$ cat config.mk
export PLATFORM = sky130hd
export DESIGN_NAME = alu8_status_top
export DESIGN_NICKNAME = d
export VERILOG_FILES = /design/src/rtl/alu8_pkg.sv /design/src/rtl/alu8_arith.sv /design/src/rtl/alu8_logic.sv /design/src/rtl/alu8_flagreg.sv /design/src/rtl/alu8_status_top.sv
export SDC_FILE = /design/constraint.sdc
export NUM_CORES = 1
export LEC_CHECK = 0
export ABC_CLOCK_PERIOD_IN_PS = 6500
export BUFFER_PORTS_ARGS = -buffer_cell sky130_fd_sc_hd__buf_2
export CORE_ASPECT_RATIO = 0.9
export CORE_MARGIN = 4
export CORE_UTILIZATION = 40
export CTS_BUF_LIST = sky130_fd_sc_hd__clkbuf_8
export CTS_CLUSTER_DIAMETER = 200
export CTS_CLUSTER_SIZE = 28
export DETAILED_ROUTE_END_ITERATION = 10
export HOLD_SLACK_MARGIN = 0.06
export PLACE_DENSITY = 0.59
export SLEW_MARGIN = 20
export SYNTH_ARGS = -nofsm -noshare
export SYNTH_HDL_FRONTEND = slang
export SYNTH_SLANG_ARGS = --single-unit
$ cat constraint.sdc
create_clock -name clk -period 6.5 [get_ports clk]
set_clock_uncertainty 0.2 [all_clocks]
set_input_delay 0.975 -clock clk [delete_from_list [all_inputs] [get_ports clk]]
set_output_delay 0.975 -clock clk [all_outputs]
set_load 0.1 [all_outputs]
$ cat src/rtl/alu8_pkg.sv
package alu8_pkg;

  typedef enum logic [3:0] {
    OP_ADD  = 4'd0,
    OP_SUB  = 4'd1,
    OP_CMP  = 4'd2,
    OP_AND  = 4'd3,
    OP_OR   = 4'd4,
    OP_XOR  = 4'd5,
    OP_NOT  = 4'd6,
    OP_INC  = 4'd7,
    OP_DEC  = 4'd8,
    OP_RDF  = 4'd9,
    OP_WRF  = 4'd10,
    OP_IEN  = 4'd11,
    OP_IDIS = 4'd12,
    OP_R13  = 4'd13,
    OP_R14  = 4'd14,
    OP_R15  = 4'd15
  } alu_op_e;

  // Field order fixes the flag byte layout: zf is bit 0, ie is bit 3
  typedef struct packed {
    logic ie;
    logic ov;
    logic cy;
    logic zf;
  } status_t;

  localparam int STATUS_W = $bits(status_t);

  function automatic logic op_is_arith(alu_op_e o);
    return (o == OP_ADD) || (o == OP_SUB) || (o == OP_CMP) ||
           (o == OP_INC) || (o == OP_DEC);
  endfunction

  function automatic logic op_is_logic(alu_op_e o);
    return (o == OP_AND) || (o == OP_OR) || (o == OP_XOR) || (o == OP_NOT);
  endfunction

  function automatic logic op_keeps_carry(alu_op_e o);
    return (o == OP_INC) || (o == OP_DEC);
  endfunction

endpackage

$ cat src/rtl/alu8_arith.sv
module alu8_arith
  import alu8_pkg::*;
#(
  parameter int W = 8
) (
  input  alu_op_e        op,
  input  logic [W-1:0]   a,
  input  logic [W-1:0]   b,
  output logic [W-1:0]   sum,
  output logic           carry,
  output logic           ovf
);

  logic [W-1:0] x_opnd, y_opnd;
  logic         c_in;
  logic [W:0]   wide;

  // One shared adder: subtraction feeds ~b with a carry-in of one,
  // increment and decrement use b against zero / all ones.
  always_comb begin
    x_opnd = a;
    y_opnd = b;
    c_in   = 1'b0;
    unique case (op)
      OP_SUB, OP_CMP: begin y_opnd = ~b; c_in = 1'b1; end
      OP_INC:         begin x_opnd = b; y_opnd = '0; c_in = 1'b1; end
      OP_DEC:         begin x_opnd = b; y_opnd = '1; c_in = 1'b0; end
      default:        ;
    endcase
  end

  assign wide = {1'b0, x_opnd} + {1'b0, y_opnd} + {{W{1'b0}}, c_in};
  assign sum  = wide[W-1:0];

  // For subtraction the adder carry is the inverse of the borrow
  always_comb begin
    if (op == OP_SUB || op == OP_CMP) carry = ~wide[W];
    else                              carry = wide[W];
  end

  assign ovf = (x_opnd[W-1] == y_opnd[W-1]) && (sum[W-1] != x_opnd[W-1]);

endmodule

$ cat src/rtl/alu8_logic.sv
module alu8_logic
  import alu8_pkg::*;
#(
  parameter int W = 8
) (
  input  alu_op_e      op,
  input  logic [W-1:0] a,
  input  logic [W-1:0] b,
  output logic [W-1:0] lres
);

  always_comb begin
    unique case (op)
      OP_AND:  lres = a & b;
      OP_OR:   lres = a | b;
      OP_XOR:  lres = a ^ b;
      OP_NOT:  lres = ~a;
      default: lres = a;
    endcase
  end

endmodule

$ cat src/rtl/alu8_flagreg.sv
module alu8_flagreg
  import alu8_pkg::*;
(
  input  logic                clk,
  input  logic                rst_n,
  input  logic                en,
  input  alu_op_e             op,
  input  logic [STATUS_W-1:0] wr_val,
  input  logic                val_zero,
  input  logic                cy_in,
  input  logic                ov_in,
  output status_t             st
);

  status_t st_nxt;

  always_comb begin
    st_nxt = st;
    if (op_is_arith(op)) begin
      st_nxt.zf = val_zero;
      st_nxt.ov = ov_in;
      if (!op_keeps_carry(op)) st_nxt.cy = cy_in;
    end else if (op_is_logic(op)) begin
      st_nxt.zf = val_zero;
      st_nxt.cy = 1'b0;
      st_nxt.ov = 1'b0;
    end else begin
      unique case (op)
        OP_WRF:  st_nxt = status_t'(wr_val);
        OP_IEN:  st_nxt.ie = 1'b1;
        OP_IDIS: st_nxt.ie = 1'b0;
        default: ;
      endcase
    end
  end

  always_ff @(posedge clk or negedge rst_n) begin
    if (!rst_n)  st <= '0;
    else if (en) st <= st_nxt;
  end

  p_hold_when_idle_r11: assert property (@(posedge clk) disable iff (!rst_n)
    !en |=> $stable(st));

  p_ie_untouched_r10: assert property (@(posedge clk) disable iff (!rst_n)
    (en && (op_is_arith(op) || op_is_logic(op) || op == OP_RDF)) |=> $stable(st.ie));

  p_ie_set_r10: assert property (@(posedge clk) disable iff (!rst_n)
    (en && op == OP_IEN) |=> st.ie);

  p_ie_clear_r10: assert property (@(posedge clk) disable iff (!rst_n)
    (en && op == OP_IDIS) |=> !st.ie);

  p_logic_clears_r5: assert property (@(posedge clk) disable iff (!rst_n)
    (en && op_is_logic(op)) |=> (!st.cy && !st.ov));

  p_incdec_carry_r6: assert property (@(posedge clk) disable iff (!rst_n)
    (en && op_keeps_carry(op)) |=> $stable(st.cy));

  p_reserved_r12: assert property (@(posedge clk) disable iff (!rst_n)
    (en && op >= OP_R13) |=> $stable(st));

endmodule

$ cat src/rtl/alu8_status_top.sv
module alu8_status_top
  import alu8_pkg::*;
#(
  parameter int W = 8
) (
  input  logic         clk,
  input  logic         rst_n,
  input  logic         en,
  input  logic [3:0]   op,
  input  logic [W-1:0] a,
  input  logic [W-1:0] b,
  output logic [W-1:0] result,
  output logic         result_we,
  output logic [W-1:0] flags
);

  localparam int PAD_W = W - STATUS_W;

  alu_op_e      op_e;
  logic [W-1:0] ar_sum, lg_res, core_val;
  logic         ar_cy, ar_ov;
  status_t      st;

  assign op_e = alu_op_e'(op);

  alu8_arith #(.W(W)) u_arith (
    .op(op_e), .a(a), .b(b), .sum(ar_sum), .carry(ar_cy), .ovf(ar_ov)
  );

  alu8_logic #(.W(W)) u_logic (
    .op(op_e), .a(a), .b(b), .lres(lg_res)
  );

  assign core_val = op_is_logic(op_e) ? lg_res : ar_sum;

  alu8_flagreg u_flags (
    .clk(clk), .rst_n(rst_n), .en(en), .op(op_e),
    .wr_val(a[STATUS_W-1:0]), .val_zero(core_val == '0),
    .cy_in(ar_cy), .ov_in(ar_ov), .st(st)
  );

  assign flags = {{PAD_W{1'b0}}, st};

  always_comb begin
    if (op_is_arith(op_e) || op_is_logic(op_e)) result = core_val;
    else if (op_e == OP_RDF)                     result = flags;
    else                                         result = a;
  end

  assign result_we = (op_is_arith(op_e) && op_e != OP_CMP) ||
                     op_is_logic(op_e) || (op_e == OP_RDF);

  p_borrow_r4: assert property (@(posedge clk) disable iff (!rst_n)
    (op_e == OP_CMP || op_e == OP_SUB) |-> (ar_cy == (a < b)));

  p_add_carry_r2: assert property (@(posedge clk) disable iff (!rst_n)
    (op_e == OP_ADD) |-> (ar_cy == (({1'b0, a} + {1'b0, b}) > {1'b0, {W{1'b1}}})));

  p_zero_flag_r7: assert property (@(posedge clk) disable iff (!rst_n)
    (en && (op_is_arith(op_e) || op_is_logic(op_e))) |=>
      (flags[0] == ($past(core_val) == '0)));

  p_cmp_no_write_r4: assert property (@(posedge clk) disable iff (!rst_n)
    (op_e == OP_CMP) |-> !result_we);

  p_high_bits_r8: assert property (@(posedge clk) disable iff (!rst_n)
    flags[W-1:STATUS_W] == '0);

  p_reset_state_r1: assert property (@(posedge clk)
    !rst_n |-> (flags == '0));

endmodule

==> run_results.csv, run 1 <==
group,metric,value,unit
synthesis,synth_edf_count,0,
worst_setup_path,cp_max_fo,16,
sta,timing.final.max_slew_violations,0,
worst_hold_path,hold_path_class,"flip-flop to flip-flop",
sta,fmax,174,MHz
global_route,grt_util_all_layers,0.197,
synthesis,ys_seq_area_frac,0.0490,
final_layout,num-fill-cells,524,
worst_setup_path,start_kind,"input port",
sta,finalSetupViolations,0,
final_layout,top_regs,"u_flags.st (4)",
routing,remaining_drc_errors,0,
routing,drt_wl_total,6.10,mm
power,vdd_drop_max,0.147,mV
global_route,grt_pass1_wl,10.2,mm
place,post-dp-hpwl,4.70,mm
worst_setup_path,required,5.32,ns
final_layout,syn2layout_area_growth,10.2,%
final_layout,final_nets,363,
die,die-area,6310,µm²
sta,finalCritPeriodShare,0.886,
routing,drtIter0Drc,169,
die,die_h,75.8,µm
cts,cts.repair.resized,0,
status,outcome,"finished, final reports clean",
sta,grt_setup_unrepaired,"no",
global_route,antenna_found_initial,0,
cts,cts_buffers,3,
cts,cts_hold_buf,0,
sta,tightest_slew,0.704,ns
sta,max_slew_margin,0.530,
routing,wire_per_inst,16.1,µm
place,place.gp.congestion,0.922,
flow_run,maxCapViolCount,0,
cts,cts_buffer_depth,2,
worst_setup_path,critPathTopFamily,"compound AO/OA/AOI/OAI gates",
synthesis,synth_cell_types,65,
worst_setup_path,critPathArrivalTime,4.58,ns
cts,clock-sinks,4,
final_layout,seqCellArea,100,µm²
die,die_w,83.3,µm
sta,finalCriticalPeriod,5.76,ns
sta,fin_tns_setup,0,ns
cts,root_buffer,"clkbuf_8",
die,core.rowCount,24,
global_route,grt_max_degree,27,
synthesis,syn-instance-count,291,
worst_setup_path,crit_slowest_cell,"a32oi_4",
routing,dr.pass1.iters,4,
power,cellPowerDensity,183,nW/µm²
synthesis,synth-main-ff-cell,"dfrtp_1",
cts,postCtsSetupRepairBufs,0,
cts,tritoncts,"built",
routing,ant_nets,0,
routing,via_per_inst,5.78,
cts,htreeDepth,1,
worst_setup_path,crit_type,"input port to output port",
synthesis,syn_area_per_cell,7.02,µm²
synthesis,yosysWarnings,0,
final_layout,final_layout_size_suffix_gt1_frac,0.179,
cts,clk_pin_slew_worst_paths,0.03,ns
final_layout,final_core_util,0.460,
worst_setup_path,max_stage_delay,0.51,ns
power,p_leak,1.05,nW
synthesis,synthesis.area,2040,µm²
global_route,grt_pass1_vias,2032,
final_layout,regMostFlops,"u_flags.st",
place,port_buffers,35,
final_layout,layoutNonFillerInstCount,378,
synthesis,async_reset_ff_frac,1.00,
final_layout,fin_area,2250,µm²
synthesis,ys_ff_latch,4,
routing,vias,2186,
final_layout,antennaDiodeCount,0,
die,core,4890,µm²
worst_setup_path,end_kind,"output port",
final_layout,multi_input_area,1750,µm²
place,dpl.cell_count,375,
die,start_util,0.417,
global_route,gr-total-overflow,0,
worst_setup_path,crit_chain,"buf_2 -> and2b_4 -> a32oi_4 -> o21ai_0 -> fa_1 -> fa_1 -> a211oi_1 -> nor2_1 -> o311ai_1 -> nand2_1 -> nand2_1 -> buf_2",
final_layout,largest_register_ffs,4,
die,io_pins,40,
worst_setup_path,path_buf_inv,2,
place,place_area,2210,µm²
cts,clock_latency,0.21,ns
sta,hold_viol,0,
kinds of logic after synthesis:
group / share of synthesized area
compound gates: 0.354
xor+xnor: 0.0214
buf+inv: 0.101
fa+ha+maj: 0.165
simple gates: 0.262
mux: 0.0460
other cells: 0.00184
flops: 0.0490
cell type report:
| class | instances | share of cell area |
|---|---|---|
| well taps | 65 | 0.0362 |
| flip-flops and latches | 4 | 0.0445 |
| multi-input cells | 248 | 0.776 |
| repair buffers | 40 | 0.0945 |
| inverters | 18 | 0.0300 |
| clock buffers | 3 | 0.0184 |
worst register-to-register path: stages (launching register included):
cell	delay, ns
dfrtp_1	0.38
nor2_1	0.06
nor2_1	0.08
nand4b_1	0.11
o31ai_2	0.20
cell usage after synthesis (all sizes together) (4+ instances only):
cell type,number,area share
a211oi,4,0.017
a21oi,27,0.066
and2,4,0.012
buf,17,0.055
clkbuf,7,0.013
dfrtp,4,0.049
ha,23,0.14
inv,18,0.033
mux2i,9,0.046
nand2,25,0.047
nand3,6,0.015
nand3b,6,0.022
nor2,27,0.053
nor2b,6,0.018
nor3b,5,0.018
o21ai,33,0.083
o22a,8,0.034
report_power, final:
group | switching, mW | internal [mW] | total (mW)
Clock | 0.0119 | 0.0394 | 0.0513
Combinational | 0.236 | 0.0896 | 0.326
Sequential | 0.00439 | 0.0296 | 0.0340
Total | 0.252 | 0.159 | 0.411
metrics by stage:
stage / total power, mW / worst slack (ns) / hold WS [ns]
final: 0.411 / 0.742 / 0.332
after global routing: 0.443 / 0.414 / 0.354
after CTS: 0.411 / 0.769 / 0.340
after detailed placement: 0.357 / 0.781 / 0.334
after global placement: 0.357 / 0.820 / 0.321
after floorplan: 0.297 / 0.469 / 0.479
final timing paths:
check,from,endpoint,slack [ns],cells after the start
max,op[3],result[4],0.74,12
min,u_flags.st[3],u_flags.st[3],0.33,2
max reg2reg,u_flags.st[0],u_flags.st[0],5.37,4
min reg2reg,u_flags.st[3],u_flags.st[3],0.33,2
max in group asynchronous,rst_n,u_flags.st[1],5.62,1
min in group asynchronous,rst_n,u_flags.st[0],0.36,1
cells in the final DEF (no fill, tap or decap), drive strengths merged, types with 4 or more instances in the layout:
master,synthesis,layout
buf,17,40
and2,4,4
mux2i,9,9
inv,18,18
nand3b,6,6
dfrtp,4,4
o22a,8,8
a21oi,27,27
nor3b,5,5
ha,23,23
nand3,6,6
nand2,25,25
a211oi,4,4
conb,1,4
nor2,27,27
nor2b,6,6
o21ai,33,33
layer usage:
metal	vias up	wire, µm	GRT usage
met2	74	2760	0.332
met4	0	18	0.0236
li1	1096	-	-
met1	1011	2950	0.274
met5	-	0	0
met3	5	377	0.0324
(Power assumes the default switching activity.)
==> inputs of run 2 (changes only) <==
--- a/config.mk
+++ b/config.mk
@@ -16,6 +16,7 @@
 export DETAILED_ROUTE_END_ITERATION = 10
 export HOLD_SLACK_MARGIN = 0.06
 export PLACE_DENSITY = 0.59
+export REMOVE_ABC_BUFFERS = 1
 export SLEW_MARGIN = 20
 export SYNTH_ARGS = -nofsm -noshare
 export SYNTH_HDL_FRONTEND = slang
==> constraint.sdc (replaced) <==
create_clock -name clk -period 6.5 [get_ports clk]
set_clock_uncertainty 0.2 [all_clocks]
set_input_delay 0.975 -clock clk [delete_from_list [all_inputs] [get_ports clk]]
set_output_delay 0.975 -clock clk [all_outputs]
set_load 0.02 [all_outputs]
==> run_results.csv, run 2 (same netlist as run 1, synthesis figures left out) <==
group,metric,value,unit
final_layout,final_core_util,0.458,
routing,ant_nets,0,
sta,fin_hold_ws,0.302,ns
final_layout,syn2layout_area_growth,9.80,%
sta,finalCritPeriodShare,0.860,
die,core,4890,µm²
worst_setup_path,start_kind,"input port",
power,vdd_drop_max,0.0912,mV
global_route,antenna_found_initial,0,
routing,via_per_inst,5.78,
global_route,grt_max_degree,38,
final_layout,layout_commonest_cell,"buf_2",
final_layout,layoutNonFillerInstCount,377,
status,outcome,"finished, final reports clean",
global_route,grt_pass1_wl,9.32,mm
worst_hold_path,hold_path_class,"flip-flop to flip-flop",
place,port_buffers,35,
worst_setup_path,cp_max_fo,37,
worst_setup_path,end_kind,"output port",
cts,cts_hold_buf,0,
cts,cts.repair.resized,0,
cts,root_buffer,"clkbuf_8",
final_layout,final_nets,362,
cts,clk_pin_slew_worst_paths,0.03,ns
cts,cts_buffers,3,
routing,drt_wl_total,5.76,mm
sta,finalCriticalPeriod,5.59,ns
die,start_util,0.417,
cts,clock_latency,0.21,ns
final_layout,num-fill-cells,530,
worst_setup_path,max_stage_delay,0.53,ns
sta,fin_tns_setup,0,ns
place,post-dp-hpwl,4.36,mm
routing,wire_per_inst,15.3,µm
worst_setup_path,crit_type,"input port to output port",
cts,postCtsSetupRepairBufs,0,
die,die_w,83.3,µm
sta,fmax,179,MHz
worst_setup_path,crit_slowest_cell,"buf_2",
final_layout,final_cell_mix,"buf_2, o21ai_0, a21oi_1, nor2_1, nand2_1",
final_layout,largest_register_ffs,4,
cts,htreeDepth,1,
final_layout,regMostFlops,"u_flags.st",
power,p_leak,1.04,nW
final_layout,top_regs,"u_flags.st (4)",
final_layout,antennaDiodeCount,0,
die,core.rowCount,24,
worst_setup_path,required,5.32,ns
sta,tightest_slew,0.680,ns
place,place.gp.congestion,0.850,
routing,vias,2179,
sta,max_slew_margin,0.546,
final_layout,final_layout_size_suffix_gt1_frac,0.176,
place,dpl.cell_count,374,
routing,dr.pass1.iters,4,
die,io_pins,40,
routing,drtIter0Drc,176,
worst_setup_path,critPathArrivalTime,4.41,ns
flow_run,maxCapViolCount,0,
routing,remaining_drc_errors,0,
global_route,grt_util_all_layers,0.180,
die,die_h,75.8,µm
global_route,grt_pass1_vias,1889,
power,cellPowerDensity,137,nW/µm²
sta,finalSetupViolations,0,
die,die-area,6310,µm²
sta,timing.final.max_slew_violations,0,
cts,tritoncts,"built",
cts,clock-sinks,4,
cts,cts_buffer_depth,2,
sta,grt_setup_unrepaired,"no",
sta,hold_viol,0,
worst_setup_path,crit_chain,"buf_2 -> and2_0 -> a21oi_1 -> nor2_1 -> a21oi_1 -> o22a_1 -> fa_1 -> fa_1 -> a211oi_1 -> nor2_1 -> o311ai_1 -> nand2_1 -> nand2_1 -> buf_2",
global_route,gr-total-overflow,0,
==> run 2: changes by cell type in the layout (fill, tap and decap cells not counted) <==
cell | previous run | this run
buf_4 | 5 | 4
==> run 2: power breakdown <==
| part | leakage (nW) | internal, mW | total [mW] | switching [mW] |
|---|---|---|---|---|
| Sequential | 0.0514 | 0.0296 | 0.0337 | 0.00409 |
| Combinational | 0.971 | 0.0887 | 0.223 | 0.134 |
| Clock | 0.0216 | 0.0394 | 0.0512 | 0.0118 |
| Total | 1.04 | 0.158 | 0.308 | 0.150 |
==> run 2: worst paths after layout <==
path	from	to	slack (ns)	cells past startpoint
max	op[2]	result[4]	0.91	14
max reg2reg	u_flags.st[0]	u_flags.st[0]	5.34	4
min	u_flags.st[3]	u_flags.st[3]	0.30	2
min reg2reg	u_flags.st[3]	u_flags.st[3]	0.30	2
max in group asynchronous	rst_n	u_flags.st[2]	5.63	1
min in group asynchronous	rst_n	u_flags.st[3]	0.36	1
==> run 2: area by class of cell <==
class / count / area [µm²] / share of cell area
multi-input combinational: 248 / 1750 / 0.779
timing repair buffer: 39 / 205 / 0.0915
sequential: 4 / 100 / 0.0446
tap: 65 / 81.3 / 0.0363
inverter: 18 / 67.6 / 0.0301
clock buffer: 3 / 41.3 / 0.0184
==> run 2: metrics by stage <==
step,area (µm²),setup WS [ns],power (mW)
floorplan,1910,1.75,0.184
global placement,2200,0.996,0.256
detailed placement,2200,0.957,0.255
CTS,2240,0.931,0.309
global route,2240,0.637,0.336
finish,2240,0.913,0.308
==> run 2: worst max-delay path, delay by kind of cell <==
kind / cells / cell delay [ns]
and+or+nand+nor: 5 / 0.76
adders and majority gates: 2 / 0.89
buffers and inverters: 2 / 0.69
AOI/OAI and AO/OA: 5 / 1.08
==> run 2: per-layer routing <==
| metal | GRT usage | wire, µm | vias up |
|---|---|---|---|
| li1 | - | - | 1106 |
| met1 | 0.255 | 2760 | 979 |
| met2 | 0.290 | 2490 | 86 |
| met3 | 0.0216 | 426 | 8 |
| met4 | 0.0563 | 80 | 0 |
| met5 | 0 | 0 | - |
==> inputs of run 3 (changes only) <==
--- a/config.mk
+++ b/config.mk
@@ -7,17 +7,18 @@
 export LEC_CHECK = 0
 export ABC_CLOCK_PERIOD_IN_PS = 6500
 export BUFFER_PORTS_ARGS = -buffer_cell sky130_fd_sc_hd__buf_2
+export CELL_PAD_IN_SITES_DETAIL_PLACEMENT = 2
+export CELL_PAD_IN_SITES_GLOBAL_PLACEMENT = 2
 export CORE_ASPECT_RATIO = 0.9
 export CORE_MARGIN = 4
-export CORE_UTILIZATION = 40
+export CORE_UTILIZATION = 34
 export CTS_BUF_LIST = sky130_fd_sc_hd__clkbuf_8
 export CTS_CLUSTER_DIAMETER = 200
 export CTS_CLUSTER_SIZE = 28
 export DETAILED_ROUTE_END_ITERATION = 10
 export HOLD_SLACK_MARGIN = 0.06
-export PLACE_DENSITY = 0.59
+export PLACE_DENSITY = 0.87
 export REMOVE_ABC_BUFFERS = 1
-export SLEW_MARGIN = 20
 export SYNTH_ARGS = -nofsm -noshare
 export SYNTH_HDL_FRONTEND = slang
 export SYNTH_SLANG_ARGS = --single-unit
==> run_results.csv, run 3 (same netlist as run 1, synthesis figures left out) <==
group,metric,value,unit
die,die_h,81.5,µm
final_layout,layout_commonest_cell,"buf_2",
global_route,grt_util_all_layers,0.221,
final_layout,antennaDiodeCount,0,
global_route,grt_pass1_wl,12.7,mm
routing,wire_per_inst,20.2,µm
die,core,5760,µm²
power,comb_power_share,0.735,
final_layout,final_layout_size_suffix_gt1_frac,0.179,
cts,tritoncts,"built",
die,io_pins,40,
worst_setup_path,critPathArrivalTime,4.46,ns
power,p_sw,0.162,mW
sta,finalCritPeriodShare,0.866,
flow_run,maxCapViolCount,0,
global_route,grt_pass1_vias,2512,
global_route,antenna_found_initial,0,
die,start_util,0.355,
worst_setup_path,r2r_slack,5.27,ns
final_layout,num-fill-cells,702,
worst_hold_path,hold_end,"u_flags.st[3]",
worst_setup_path,critPathTopFamily,"compound AO/OA/AOI/OAI gates",
cts,clk_pin_slew_worst_paths,0.03,ns
sta,tightest_slew,0.813,ns
power,power_frac_seq,0.106,
routing,drt_wl_total,7.73,mm
sta,fin_tns_setup,0,ns
power,p_sw_frac,0.506,
sta,finalSetupViolations,0,
routing,drtIter0Drc,90,
sta,finalCriticalPeriod,5.63,ns
routing,dr.pass1.iters,4,
die,die_w,89.7,µm
global_route,gr-total-overflow,0,
power,clock_power_share,0.160,
worst_setup_path,start_kind,"input port",
cts,cts_hold_buf,0,
worst_setup_path,rr_endpoint,"u_flags.st[0]",
worst_setup_path,crit_slowest_cell,"a32oi_4",
routing,remaining_drc_errors,0,
sta,hold_viol,0,
power,cellPowerDensity,142,nW/µm²
cts,postCtsSetupRepairBufs,0,
cts,root_buffer,"clkbuf_8",
final_layout,syn2layout_area_growth,10.5,%
sta,timing.final.max_slew_violations,0,
cts,cts_buffer_depth,2,
die,core.rowCount,26,
worst_setup_path,path_buf_inv,2,
sta,fin_hold_ws,0.324,ns
sta,grt_setup_unrepaired,"no",
final_layout,multi_input_area,1750,µm²
worst_setup_path,required,5.32,ns
cts,cts_buffers,3,
final_layout,seqCellArea,100,µm²
worst_setup_path,max_stage_delay,0.54,ns
cts,clock_latency,0.21,ns
place,post-dp-hpwl,6.08,mm
worst_setup_path,path_depth,12,
final_layout,regMostFlops,"u_flags.st",
routing,vias,2283,
worst_hold_path,hold_start,"u_flags.st[3]",
die,die-area,7310,µm²
worst_setup_path,worstSetupStartpoint,"op[3]",
sta,fmax,178,MHz
final_layout,final_cell_mix,"buf_2, o21ai_0, a21oi_1, nor2_1, nand2_1",
final_layout,top_regs,"u_flags.st (4)",
power,p_int,0.159,mW
sta,max_slew_margin,0.457,
worst_setup_path,cp_max_fo,18,
power,p_leak,1.05,nW
cts,clock-sinks,4,
final_layout,largest_register_ffs,4,
worst_setup_path,reg2regPathDepth,4,
worst_hold_path,min_delay_path_depth,2,
worst_setup_path,crit_type,"input port to output port",
worst_setup_path,r2r-start,"u_flags.st[0]",
routing,via_per_inst,5.96,
worst_hold_path,hold_path_class,"flip-flop to flip-flop",
place,port_buffers,35,
worst_setup_path,end_kind,"output port",
global_route,grt_max_degree,27,
power,vdd_drop_max,0.0476,mV
cts,htreeDepth,1,
place,place.gp.congestion,0.891,
final_layout,final_nets,363,
routing,ant_nets,0,
cts,cts.repair.resized,0,
worst_setup_path,crit_chain,"buf_2 -> and2b_4 -> a32oi_4 -> o21ai_0 -> fa_1 -> fa_1 -> a211oi_1 -> nor2_1 -> o311ai_1 -> nand2_1 -> nand2_1 -> buf_2",
status,outcome,"finished, final reports clean",
==> run 3: changes by cell type in the layout (fill, tap and decap cells not counted) <==
cell	delta
buf_4	+1
==> run 3: stage by stage <==
step / instance area [µm²] / cells / power (mW) / util / setup slack (ns)
2_1_floorplan: 1910 / 270 / 0.184 / - / 1.75
3_3_place_gp: 2210 / 380 / 0.259 / 0.385 / 1.03
3_5_place_dp: 2210 / 380 / 0.269 / 0.385 / 0.888
4_1_cts: 2260 / 383 / 0.323 / 0.392 / 0.860
5_1_grt: 2260 / 383 / 0.351 / 0.392 / 0.611
6_report: 2260 / 383 / 0.321 / 0.392 / 0.868
==> run 3: layer usage <==
| layer | vias up | wire length, µm | GRT usage |
|---|---|---|---|
| met5 | - | 0 | 0 |
| met4 | 0 | 127 | 0.0536 |
| met3 | 12 | 273 | 0.0100 |
| met2 | 48 | 3780 | 0.406 |
| met1 | 1130 | 3540 | 0.280 |
| li1 | 1093 | - | - |
==> run 3: final cells by class <==
| cell class | count | share of cell area |
|---|---|---|
| tap | 70 | 0.0388 |
| inverter | 18 | 0.0300 |
| sequential | 4 | 0.0444 |
| timing repair buffer | 40 | 0.0943 |
| clock buffer | 3 | 0.0183 |
| multi-input combinational | 248 | 0.774 |
==> run 3: worst max path at each step <==
stage	to	slack [ns]
global route	result[4]	0.61
detailed placement	result[4]	0.89
floorplan	result[4]	1.75
CTS	result[4]	0.86
global placement	result[4]	1.03
finish	result[4]	0.87
==> run 3: worst min-delay path, delay by kind of cell, from the launching register on <==
kind / cells / cell delay, ns
AOI/OAI and AO/OA: 1 / 0.06
and+or+nand+nor: 1 / 0.06
DFF: 1 / 0.37
==> run 3: power by group through the flow <==
stage                     Sequential (mW)  Clock, mW  Combinational, mW
after floorplan                    0.0385          0              0.145
after global placement             0.0341          0              0.225
after detailed placement           0.0343          0              0.235
after CTS                          0.0341     0.0523              0.236
after global routing               0.0349     0.0545              0.261
final                              0.0339     0.0512              0.236
